## src/rtl/cau_pkg.sv

```systemverilog
package cau_pkg;
  typedef enum logic [1:0] {
    FMT_NONE = 2'b00,
    FMT_LO   = 2'b01,
    FMT_HI   = 2'b10,
    FMT_BOTH = 2'b11
  } fmt_e;

  localparam int CFG_FMT_MSB = 5;
  localparam int CFG_FMT_LSB = 4;
endpackage

```

## src/rtl/cau_wr_path.sv

```systemverilog
module cau_wr_path
  import cau_pkg::*;
#(
  parameter int BYTE_W = 8
) (
  input  logic                clk,
  input  logic                rst,
  input  logic                mode_clr,
  input  fmt_e                fmt,
  input  logic                wr_stb,
  input  logic [BYTE_W-1:0]   wr_byte,
  output logic                complete,
  output logic [2*BYTE_W-1:0] init_q,
  output logic                written_q
);
  localparam int CNT_W = 2 * BYTE_W;

  logic [BYTE_W-1:0] lo_q, hi_q;
  logic              hi_pend_q;
  logic [CNT_W-1:0]  nxt_cnt;

  always_comb begin
    complete = 1'b0;
    nxt_cnt  = {hi_q, lo_q};
    if (wr_stb && !mode_clr) begin
      case (fmt)
        FMT_LO: begin
          complete = 1'b1;
          nxt_cnt  = {hi_q, wr_byte};
        end
        FMT_HI: begin
          complete = 1'b1;
          nxt_cnt  = {wr_byte, lo_q};
        end
        FMT_BOTH: begin
          if (hi_pend_q) begin
            complete = 1'b1;
            nxt_cnt  = {wr_byte, lo_q};
          end
        end
        default: ;
      endcase
    end
  end

  always_ff @(posedge clk) begin
    if (rst) begin
      lo_q      <= '0;
      hi_q      <= '0;
      hi_pend_q <= 1'b0;
      init_q    <= '0;
      written_q <= 1'b0;
    end else begin
      written_q <= complete;
      if (complete) init_q <= nxt_cnt;
      if (mode_clr) begin
        lo_q      <= '0;
        hi_q      <= '0;
        hi_pend_q <= 1'b0;
      end else if (wr_stb) begin
        case (fmt)
          FMT_LO: lo_q <= wr_byte;
          FMT_HI: hi_q <= wr_byte;
          FMT_BOTH: begin
            if (hi_pend_q) hi_q <= wr_byte;
            else           lo_q <= wr_byte;
            hi_pend_q <= !hi_pend_q;
          end
          default: ;
        endcase
      end
    end
  end

  assert_first_byte_silent_R3: assert property (@(posedge clk) disable iff (rst)
    (wr_stb && !mode_clr && fmt == FMT_BOTH && !hi_pend_q) |=> !written_q);

  assert_low_only_zero_high_R2: assert property (@(posedge clk) disable iff (rst)
    (mode_clr) ##1 (wr_stb && !mode_clr && fmt == FMT_LO)
      |=> (written_q && init_q == {{BYTE_W{1'b0}}, $past(wr_byte)}));
endmodule

```

## src/rtl/cau_null_flag.sv

```systemverilog
module cau_null_flag (
  input  logic clk,
  input  logic rst,
  input  logic set_i,
  input  logic clr_i,
  output logic null_q
);
  always_ff @(posedge clk) begin
    if (rst)        null_q <= 1'b0;
    else if (set_i) null_q <= 1'b1;
    else if (clr_i) null_q <= 1'b0;
  end

  assert_null_set_R9: assert property (@(posedge clk) disable iff (rst)
    set_i |=> null_q);

  assert_null_clear_R9: assert property (@(posedge clk) disable iff (rst)
    (clr_i && !set_i) |=> !null_q);
endmodule

```

## src/rtl/cau_rd_path.sv

```systemverilog
module cau_rd_path
  import cau_pkg::*;
#(
  parameter int BYTE_W = 8
) (
  input  logic                clk,
  input  logic                rst,
  input  logic                mode_clr,
  input  fmt_e                fmt,
  input  logic                rd_stb,
  input  logic                frz_cnt,
  input  logic                frz_sts,
  input  logic [2*BYTE_W-1:0] live,
  input  logic [BYTE_W-1:0]   sts_in,
  output logic [BYTE_W-1:0]   rd_q
);
  localparam int CNT_W = 2 * BYTE_W;

  logic [CNT_W-1:0]  ol_q;
  logic [BYTE_W-1:0] sts_q;
  logic              cnt_lat_q, sts_lat_q, hi_pend_q;
  logic [CNT_W-1:0]  src;
  logic [BYTE_W-1:0] rd_byte;
  logic              rd_done;

  assign src = cnt_lat_q ? ol_q : live;

  always_comb begin
    rd_done = 1'b0;
    rd_byte = src[BYTE_W-1:0];
    if (sts_lat_q) begin
      rd_byte = sts_q;
    end else begin
      case (fmt)
        FMT_HI: begin
          rd_byte = src[CNT_W-1:BYTE_W];
          rd_done = 1'b1;
        end
        FMT_BOTH: begin
          if (hi_pend_q) begin
            rd_byte = src[CNT_W-1:BYTE_W];
            rd_done = 1'b1;
          end
        end
        default: rd_done = 1'b1;
      endcase
    end
  end

  always_ff @(posedge clk) begin
    if (rst) begin
      rd_q <= '0;
    end else if (rd_stb) begin
      rd_q <= rd_byte;
    end
  end

  always_ff @(posedge clk) begin
    if (rst) begin
      ol_q      <= '0;
      sts_q     <= '0;
      cnt_lat_q <= 1'b0;
      sts_lat_q <= 1'b0;
      hi_pend_q <= 1'b0;
    end else if (mode_clr) begin
      cnt_lat_q <= 1'b0;
      sts_lat_q <= 1'b0;
      hi_pend_q <= 1'b0;
    end else begin
      if (rd_stb) begin
        if (sts_lat_q) begin
          sts_lat_q <= 1'b0;
        end else begin
          if (fmt == FMT_BOTH) hi_pend_q <= !hi_pend_q;
          if (rd_done) cnt_lat_q <= 1'b0;
        end
      end
      if (frz_cnt && !cnt_lat_q) begin
        ol_q      <= live;
        cnt_lat_q <= 1'b1;
      end
      if (frz_sts && !sts_lat_q) begin
        sts_q     <= sts_in;
        sts_lat_q <= 1'b1;
      end
    end
  end

  assert_frozen_count_held_R6: assert property (@(posedge clk) disable iff (rst)
    (cnt_lat_q && !rd_stb && !mode_clr) |=> $stable(ol_q));

  assert_status_read_first_R7: assert property (@(posedge clk) disable iff (rst)
    (rd_stb && sts_lat_q && !mode_clr) |=> (rd_q == $past(sts_q)));
endmodule

```

## src/rtl/cnt_access_unit.sv

```systemverilog
module cnt_access_unit
  import cau_pkg::*;
#(
  parameter int BYTE_W = 8
) (
  input  logic                clk,
  input  logic                rst,
  input  logic                cfg_wr,
  input  logic [BYTE_W-3:0]   cfg_data,
  input  logic                cnt_wr,
  input  logic [BYTE_W-1:0]   wr_data,
  input  logic                cnt_rd,
  input  logic                frz_cnt,
  input  logic                frz_sts,
  input  logic [2*BYTE_W-1:0] live_cnt,
  input  logic                out_level,
  input  logic                load_done,
  output logic [2*BYTE_W-1:0] init_cnt,
  output logic                cnt_written,
  output logic [BYTE_W-1:0]   rd_data
);
  localparam int CFG_W = BYTE_W - 2;
  localparam logic [CFG_W-1:0] CFG_RST = CFG_W'(6'b11_000_0);

  logic [CFG_W-1:0] cfg_q;
  logic             cfg_acc, wr_complete, null_q;
  fmt_e             fmt;

  assign cfg_acc = cfg_wr && (cfg_data[CFG_FMT_MSB:CFG_FMT_LSB] != FMT_NONE);
  assign fmt     = fmt_e'(cfg_q[CFG_FMT_MSB:CFG_FMT_LSB]);

  always_ff @(posedge clk) begin
    if (rst)          cfg_q <= CFG_RST;
    else if (cfg_acc) cfg_q <= cfg_data;
  end

  cau_wr_path #(.BYTE_W(BYTE_W)) u_wr (
    .clk       (clk),
    .rst       (rst),
    .mode_clr  (cfg_acc),
    .fmt       (fmt),
    .wr_stb    (cnt_wr),
    .wr_byte   (wr_data),
    .complete  (wr_complete),
    .init_q    (init_cnt),
    .written_q (cnt_written)
  );

  cau_null_flag u_null (
    .clk    (clk),
    .rst    (rst),
    .set_i  (cfg_acc || wr_complete),
    .clr_i  (load_done),
    .null_q (null_q)
  );

  cau_rd_path #(.BYTE_W(BYTE_W)) u_rd (
    .clk      (clk),
    .rst      (rst),
    .mode_clr (cfg_acc),
    .fmt      (fmt),
    .rd_stb   (cnt_rd),
    .frz_cnt  (frz_cnt),
    .frz_sts  (frz_sts),
    .live     (live_cnt),
    .sts_in   ({out_level, null_q, cfg_q}),
    .rd_q     (rd_data)
  );

  assert_ignored_cfg_R12: assert property (@(posedge clk) disable iff (rst)
    (cfg_wr && cfg_data[CFG_FMT_MSB:CFG_FMT_LSB] == FMT_NONE) |=> $stable(cfg_q));

  assert_pulse_single_R3: assert property (@(posedge clk) disable iff (rst)
    (cnt_written && !cnt_wr) |=> !cnt_written);
endmodule

```

## config.mk

```make
export PLATFORM = sky130hd
export DESIGN_NAME = cnt_access_unit
export DESIGN_NICKNAME = d
export VERILOG_FILES = /design/src/rtl/cau_pkg.sv /design/src/rtl/cau_wr_path.sv /design/src/rtl/cau_null_flag.sv /design/src/rtl/cau_rd_path.sv /design/src/rtl/cnt_access_unit.sv
export SDC_FILE = /design/constraint.sdc
export NUM_CORES = 1
export LEC_CHECK = 0
export ABC_AREA = 1
export BUFFER_PORTS_ARGS = -buffer_cell sky130_fd_sc_hd__buf_2
export CAP_MARGIN = 20
export CORE_MARGIN = 4
export CORE_UTILIZATION = 59
export DETAILED_ROUTE_END_ITERATION = 10
export MAX_ROUTING_LAYER = met4
export PLACE_DENSITY = 0.84
export SLEW_MARGIN = 30
export SYNTH_ARGS = -nofsm -noshare
export SYNTH_HDL_FRONTEND = slang
export SYNTH_SLANG_ARGS = --single-unit
```

## constraint.sdc

```tcl
create_clock -name clk -period 3.2 [get_ports clk]
set_input_delay 0.64 -clock clk [delete_from_list [all_inputs] [get_ports clk]]
set_output_delay 0.64 -clock clk [all_outputs]
set_load 0.005 [all_outputs]
```

# == Yosys cells after proc, flatten, opt, wreduce, memory -nomap -nowiden ==
# Cells that the tools add are included.
# totals
regBits,76
in_bits,39
# op_classes
eq_ne,6
n_mux,25
n_bitwise,2
n_reduce_logical,26
# ops
operator,n
two-way mux 16 bit,3
one-hot mux 16 bit (3 select lines),1
one-hot mux 8 bit (2 select lines),3
two-way mux 8 bit,4
nonzero test 2 bit,7
two-way mux 1 bit,13
AND reduction 3 bit,4
"!= test 2 bit, second input constant",3
AND reduction 2 bit,3
logical NOT 1 bit,5
"equality test 2 bit, second input constant",2
logical AND 1 bit,4
OR reduction 2 bit,2
"equality test 2 x 1 -> 1 bit, second input constant",1
NOT 1 bit,2
one-hot mux 1 bit (2 select lines),1
logical OR 1 bit,1

# == Longest topological paths before layout ==
# logic_depth
depth_word,7
ltp_mapped,9

# == Modules after synthesis ==
# From an unflattened synthesis, not the netlist that was laid out.
# unflattened
hier_cells,540
hier_area_um2,3713.6
# modules_own_cells
mod,instances,cells_per_inst,area_each_um2
cau_wr_path,1,262,1744.2
cau_rd_path,1,236,1631.6
cnt_access_unit,1,37,297.8
cau_null_flag,1,5,40.0

# == Worst setup path after synthesis ==
# OpenSTA, ideal clock, no wires.
# synth_path
path_type,input port to flip-flop
startpoint,input port cfg_wr
endpoint,register u_wr.init_q[7]
setup_time_ns,0.114
arrival_ns,1.421
path_slack_ns,1.665
path_stages,8
n_path_buf,1
cell_sequence,nand2_1 -> nand3_1 -> clkinv_1 -> nand2_4 -> buf_6 -> nand2_1 -> nand2_1 -> nor2_1
# synth_via
elab_chain_len,4
word_cells_on_any_way,5
classes_between,mux (2); reduce/logical (3)
# synth_rtl
item,line_no,source
start: declaration,cnt_access_unit.sv:8,"input logic cfg_wr,"
logical AND 1 bit (*),cnt_access_unit.sv:29,assign cfg_acc = cfg_wr && (cfg_data[CFG_FMT_MSB:CFG_FMT_LSB] != FMT_NONE);
logical NOT 1 bit (*),cau_wr_path.sv:25,if (wr_stb && !mode_clr) begin
logical AND 1 bit (*),cau_wr_path.sv:25,
two-way mux 16 bit / two-way mux 1 bit (equally long branches),cau_wr_path.sv:25,
end signal: assignment,cau_wr_path.sv:55,if (complete) init_q <= nxt_cnt;
end: declaration,cau_wr_path.sv:13,"output logic [2*BYTE_W-1:0] init_q,"
# Every way passes the cells marked *; elsewhere a longest branch is shown, timed or not.
# A chain may end at the register's enable or synchronous reset.

# == Worst setup path after layout ==
# layout_path
startpoint,register cfg_q[4]
endpoint,register u_wr.init_q[4]
# layout_via
elab_chain_len,4
word_cells_on_any_way,8
classes_between,eq/ne (3); mux (4); reduce/logical (1)
# layout_rtl
item,line_no,source
start: declaration,cnt_access_unit.sv:25,logic [CFG_W-1:0] cfg_q;
start signal: assignment,cnt_access_unit.sv:34,else if (cfg_acc) cfg_q <= cfg_data;
equality test 2 x 1 -> 1 bit / equality test 2 bit (equally long branches),cau_wr_path.sv:26,case (fmt)
OR reduction 2 bit (no source line),--,
one-hot mux 1 bit (2 select lines),cau_wr_path.sv:26,
two-way mux 1 bit,cau_wr_path.sv:25,
# Parallel ways exist; a longest one is shown, timed or not.

==> out/results.tsv <==
metric	value	unit
status	finished, final reports clean	
clk slew on worst S/H paths	0.08	ns
worst-skew pair later-pin latency	0.36	ns
Top cell by count, worst path	nand2_4	
WHS Endpoint	u_wr.hi_q[3]$_SDFFE_PP0P_	
first-pass GRT wire length	14160	um
worst r2r dst	u_wr.init_q[4]$_SDFFE_PP0P_	
CP Launch Type	flop	
global route overflow	0	
Sw Share	0.2789	
HP Class	reg -> reg	
CTS Buf Count	9	
net switching power	0.0006216	W
Max Root-Sink Buffers	2	
die area	7197	um^2
Iteration-0 DRC Markers	237	
RSZ-0062 raised after global routing	false	
Max-Slew Margin vs Limit	0.5802	
CTS Root Cell	clkbuf_8	
Crit path required time	3.45	ns
area of the core	5608	um^2
die height	84.84	um
Total Power	0.002229	W
Worst Reg2Reg Path Length in Cells	6	
crit path time final	1.956	ns
ANT cells	0	
CP bufs+invs	0	
Area growth, synth to finish	14.69	%
Util after Layout	0.7124	
worst-margin pin slew	0.6289	ns
row count	27	
Synthesis Warnings	0	
Post CTS Setup Buffer Count	0	
routability congestion estimate from global placement	0.8857	
CP max stage delay	0.44	ns
Cells after DPL	639	
beginning of the worst hold path	u_wr.hi_q[3]$_SDFFE_PP0P_	
Finished Layout Cells	655	
# clock sinks	76	
Peak Freq	0.5112	GHz
clock share of power	0.359	
crit-path leading delay family	compound AO/OA/AOI/OAI gates	
IO Port Bufs	63	
Critical Path AT	2.21	ns
final hold viol count	0	
Syn Area/Cell	6.648	um^2
total number of vias	3366	
Gate power share	0.166	
DR WL/cell	12.91	um
Initial Util	0.6212	
Final nets	621	
initial antenna violation count	0	
H-tree Lvls	3	
cts repair resizes	0	
Worst Path Max Fanout	18	
largest cells by area after synthesis	dfxtp_1, nand2_1, nor2_1	
post-synth top area cell	dfxtp_1	
post-detail-place hpwl	5691	um
ANT nets after route	0	
post-DR vias/cell	5.139	
CP max stage cell	a21oi_4	
io pins	64	
P_leak	1.977	nW
setup violators final	0	
sequential-to-total area share from yosys stat	0.4368	
final WL	8456	um
Synth top area share	0.4368	
Final WS setup	1.244	ns
Die X	84.84	um
crit end category	flop	
setup total negative slack	0	ns
First-pass DRT Iterations	5	
largest net degree at the start of global routing	45	
Max Slew Vio Count	0	
max-cap violations	0	
Total GRT Usage	0.2512	
Worst IR Drop VDD	0.0003308	V
skew final	0.005564	ns
layout cells sized above 1	0.1509	
CP cell instances	ha_1, nand2_4, a21oi_4, nand2_4, o21ai_0, nor2_1	
commonest non-fill, non-tap cell in the layout	nand2_1	
Syn Nets	567	
Hold Buf Count CTS	0	
Sequential Power Share	0.474	
Synth Cell Area	3483	um^2
Yosys cell types	24	
number of global-route vias before repair	3140	
RR Startpoint	cfg_q[4]$_SDFFE_PP1P_	
Cells on Worst Hold Path	2	
Setup Crit Path Kind	reg -> reg	
DRC viols	0	
fin crit share	0.6113	
TritonCTS clock tree	done	
#FFs+latches synth	76	
R2R setup slack	1.24	ns
most frequent cells in the layout	nand2_1, nor2_1, dfxtp_1	
post-synthesis cell count	524	
Power Dens Cells	557.9	nW/um^2
Internal Pwr Total	0.001607	W
pre-CTS WS	1.188	ns
synthesized netlist by cell type:
| cell | n |
|---|---|
| a21oi_1 | 33 |
| a21oi_4 | 1 |
| a31oi_1 | 1 |
| buf_1 | 1 |
| buf_2 | 10 |
| buf_4 | 2 |
| buf_6 | 3 |
| clkbuf_1 | 5 |
| clkbuf_2 | 1 |
| clkinv_1 | 2 |
| dfxtp_1 | 76 |
| ha_1 | 4 |
| inv_1 | 37 |
| inv_2 | 2 |
| nand2_1 | 141 |
| nand2_2 | 2 |
| nand2_4 | 2 |
| nand3_1 | 28 |
| nand3b_1 | 1 |
| nor2_1 | 120 |
| nor2_4 | 2 |
| o211ai_1 | 2 |
| o21ai_0 | 47 |
| xor2_1 | 1 |
registers in the layout, indices dropped and copies added (netlist names):
register / cells
u_wr.init_q: 16
u_wr.hi_pend_q: 1
u_wr.hi_q: 8
cfg_q: 6
u_wr.written_q: 1
u_rd.cnt_lat_q: 1
u_rd.rd_q: 8
u_rd.sts_lat_q: 1
u_wr.lo_q: 8
u_rd.hi_pend_q: 1
u_rd.ol_q: 16
u_null.null_q: 1
u_rd.sts_q: 8
power by group through the flow:
stage	logic [W]	registers (W)	clock network [W]
after global routing	0.000424	0.00107	0.000858
after global placement	0.000356	0.00108	0
after floorplan	0.000261	0.00107	0
after detailed placement	0.000364	0.00108	0
after CTS	0.000369	0.00106	0.000814
final	0.000371	0.00106	0.000801
stage by stage:
step                cell area [um^2]  hold slack [ns]
floorplan                       3483           0.4294
global placement                3777           0.4372
detailed placement              3777           0.4417
CTS                             3995           0.4535
global route                    3995           0.4720
finish                          3995           0.4513
worst max-delay path by stage:
stage,slack [ns],end,cells past startpoint,startpoint
final,1.24,u_wr.init_q[4]$_SDFFE_PP0P_,6,cfg_q[4]$_SDFFE_PP1P_
after global routing,1.05,u_wr.hi_q[4]$_SDFFE_PP0P_,6,cfg_q[4]$_SDFFE_PP1P_
after floorplan,1.66,u_wr.init_q[7]$_SDFFE_PP0P_,8,cfg_wr
after detailed placement,1.19,u_rd.sts_q[1]$_SDFFE_PP0P_,7,cfg_wr
after global placement,1.29,u_rd.sts_q[1]$_SDFFE_PP0P_,7,cfg_wr
after CTS,1.28,u_wr.init_q[4]$_SDFFE_PP0P_,6,cfg_q[5]$_SDFFE_PP1P_
kinds of logic (layout without fill, tap and decap cells):
logic type / count (synthesis) / after routing / synth area share
AO/OA/AOI/OAI: 84 / 84 / 0.1257
XOR/XNOR: 1 / 1 / 0.002515
adder cells (fa/ha/maj): 4 / 4 / 0.01437
buffers and inverters: 63 / 122 / 0.08046
flip-flops: 76 / 76 / 0.4368
AND/OR/NAND/NOR: 296 / 296 / 0.3402
worst min-delay path: stages, from the launching register on:
cell and delay [ns]:
dfxtp_1 0.30, inv_1 0.06, a21oi_1 0.05
final cells by class:
type	count	area [um^2]
Clock buffer	12	145.1
Clock inverter	4	72.57
Fill cell	510	1613
Inverter	41	153.9
Multi-Input combinational cell	385	1682
Sequential cell	76	1521
Tap cell	72	90.09
Timing Repair Buffer	65	330.3
per-layer routing:
metal  vias up  track usage  share of wire
li1       1744            -              -
met1      1487       0.3212           0.46
met4         0       0.1137          0.019
met3        17      0.04563          0.065
met5         -            -              0
met2       118       0.3879           0.46
Note: power is estimated with default switching activity, not from simulation.
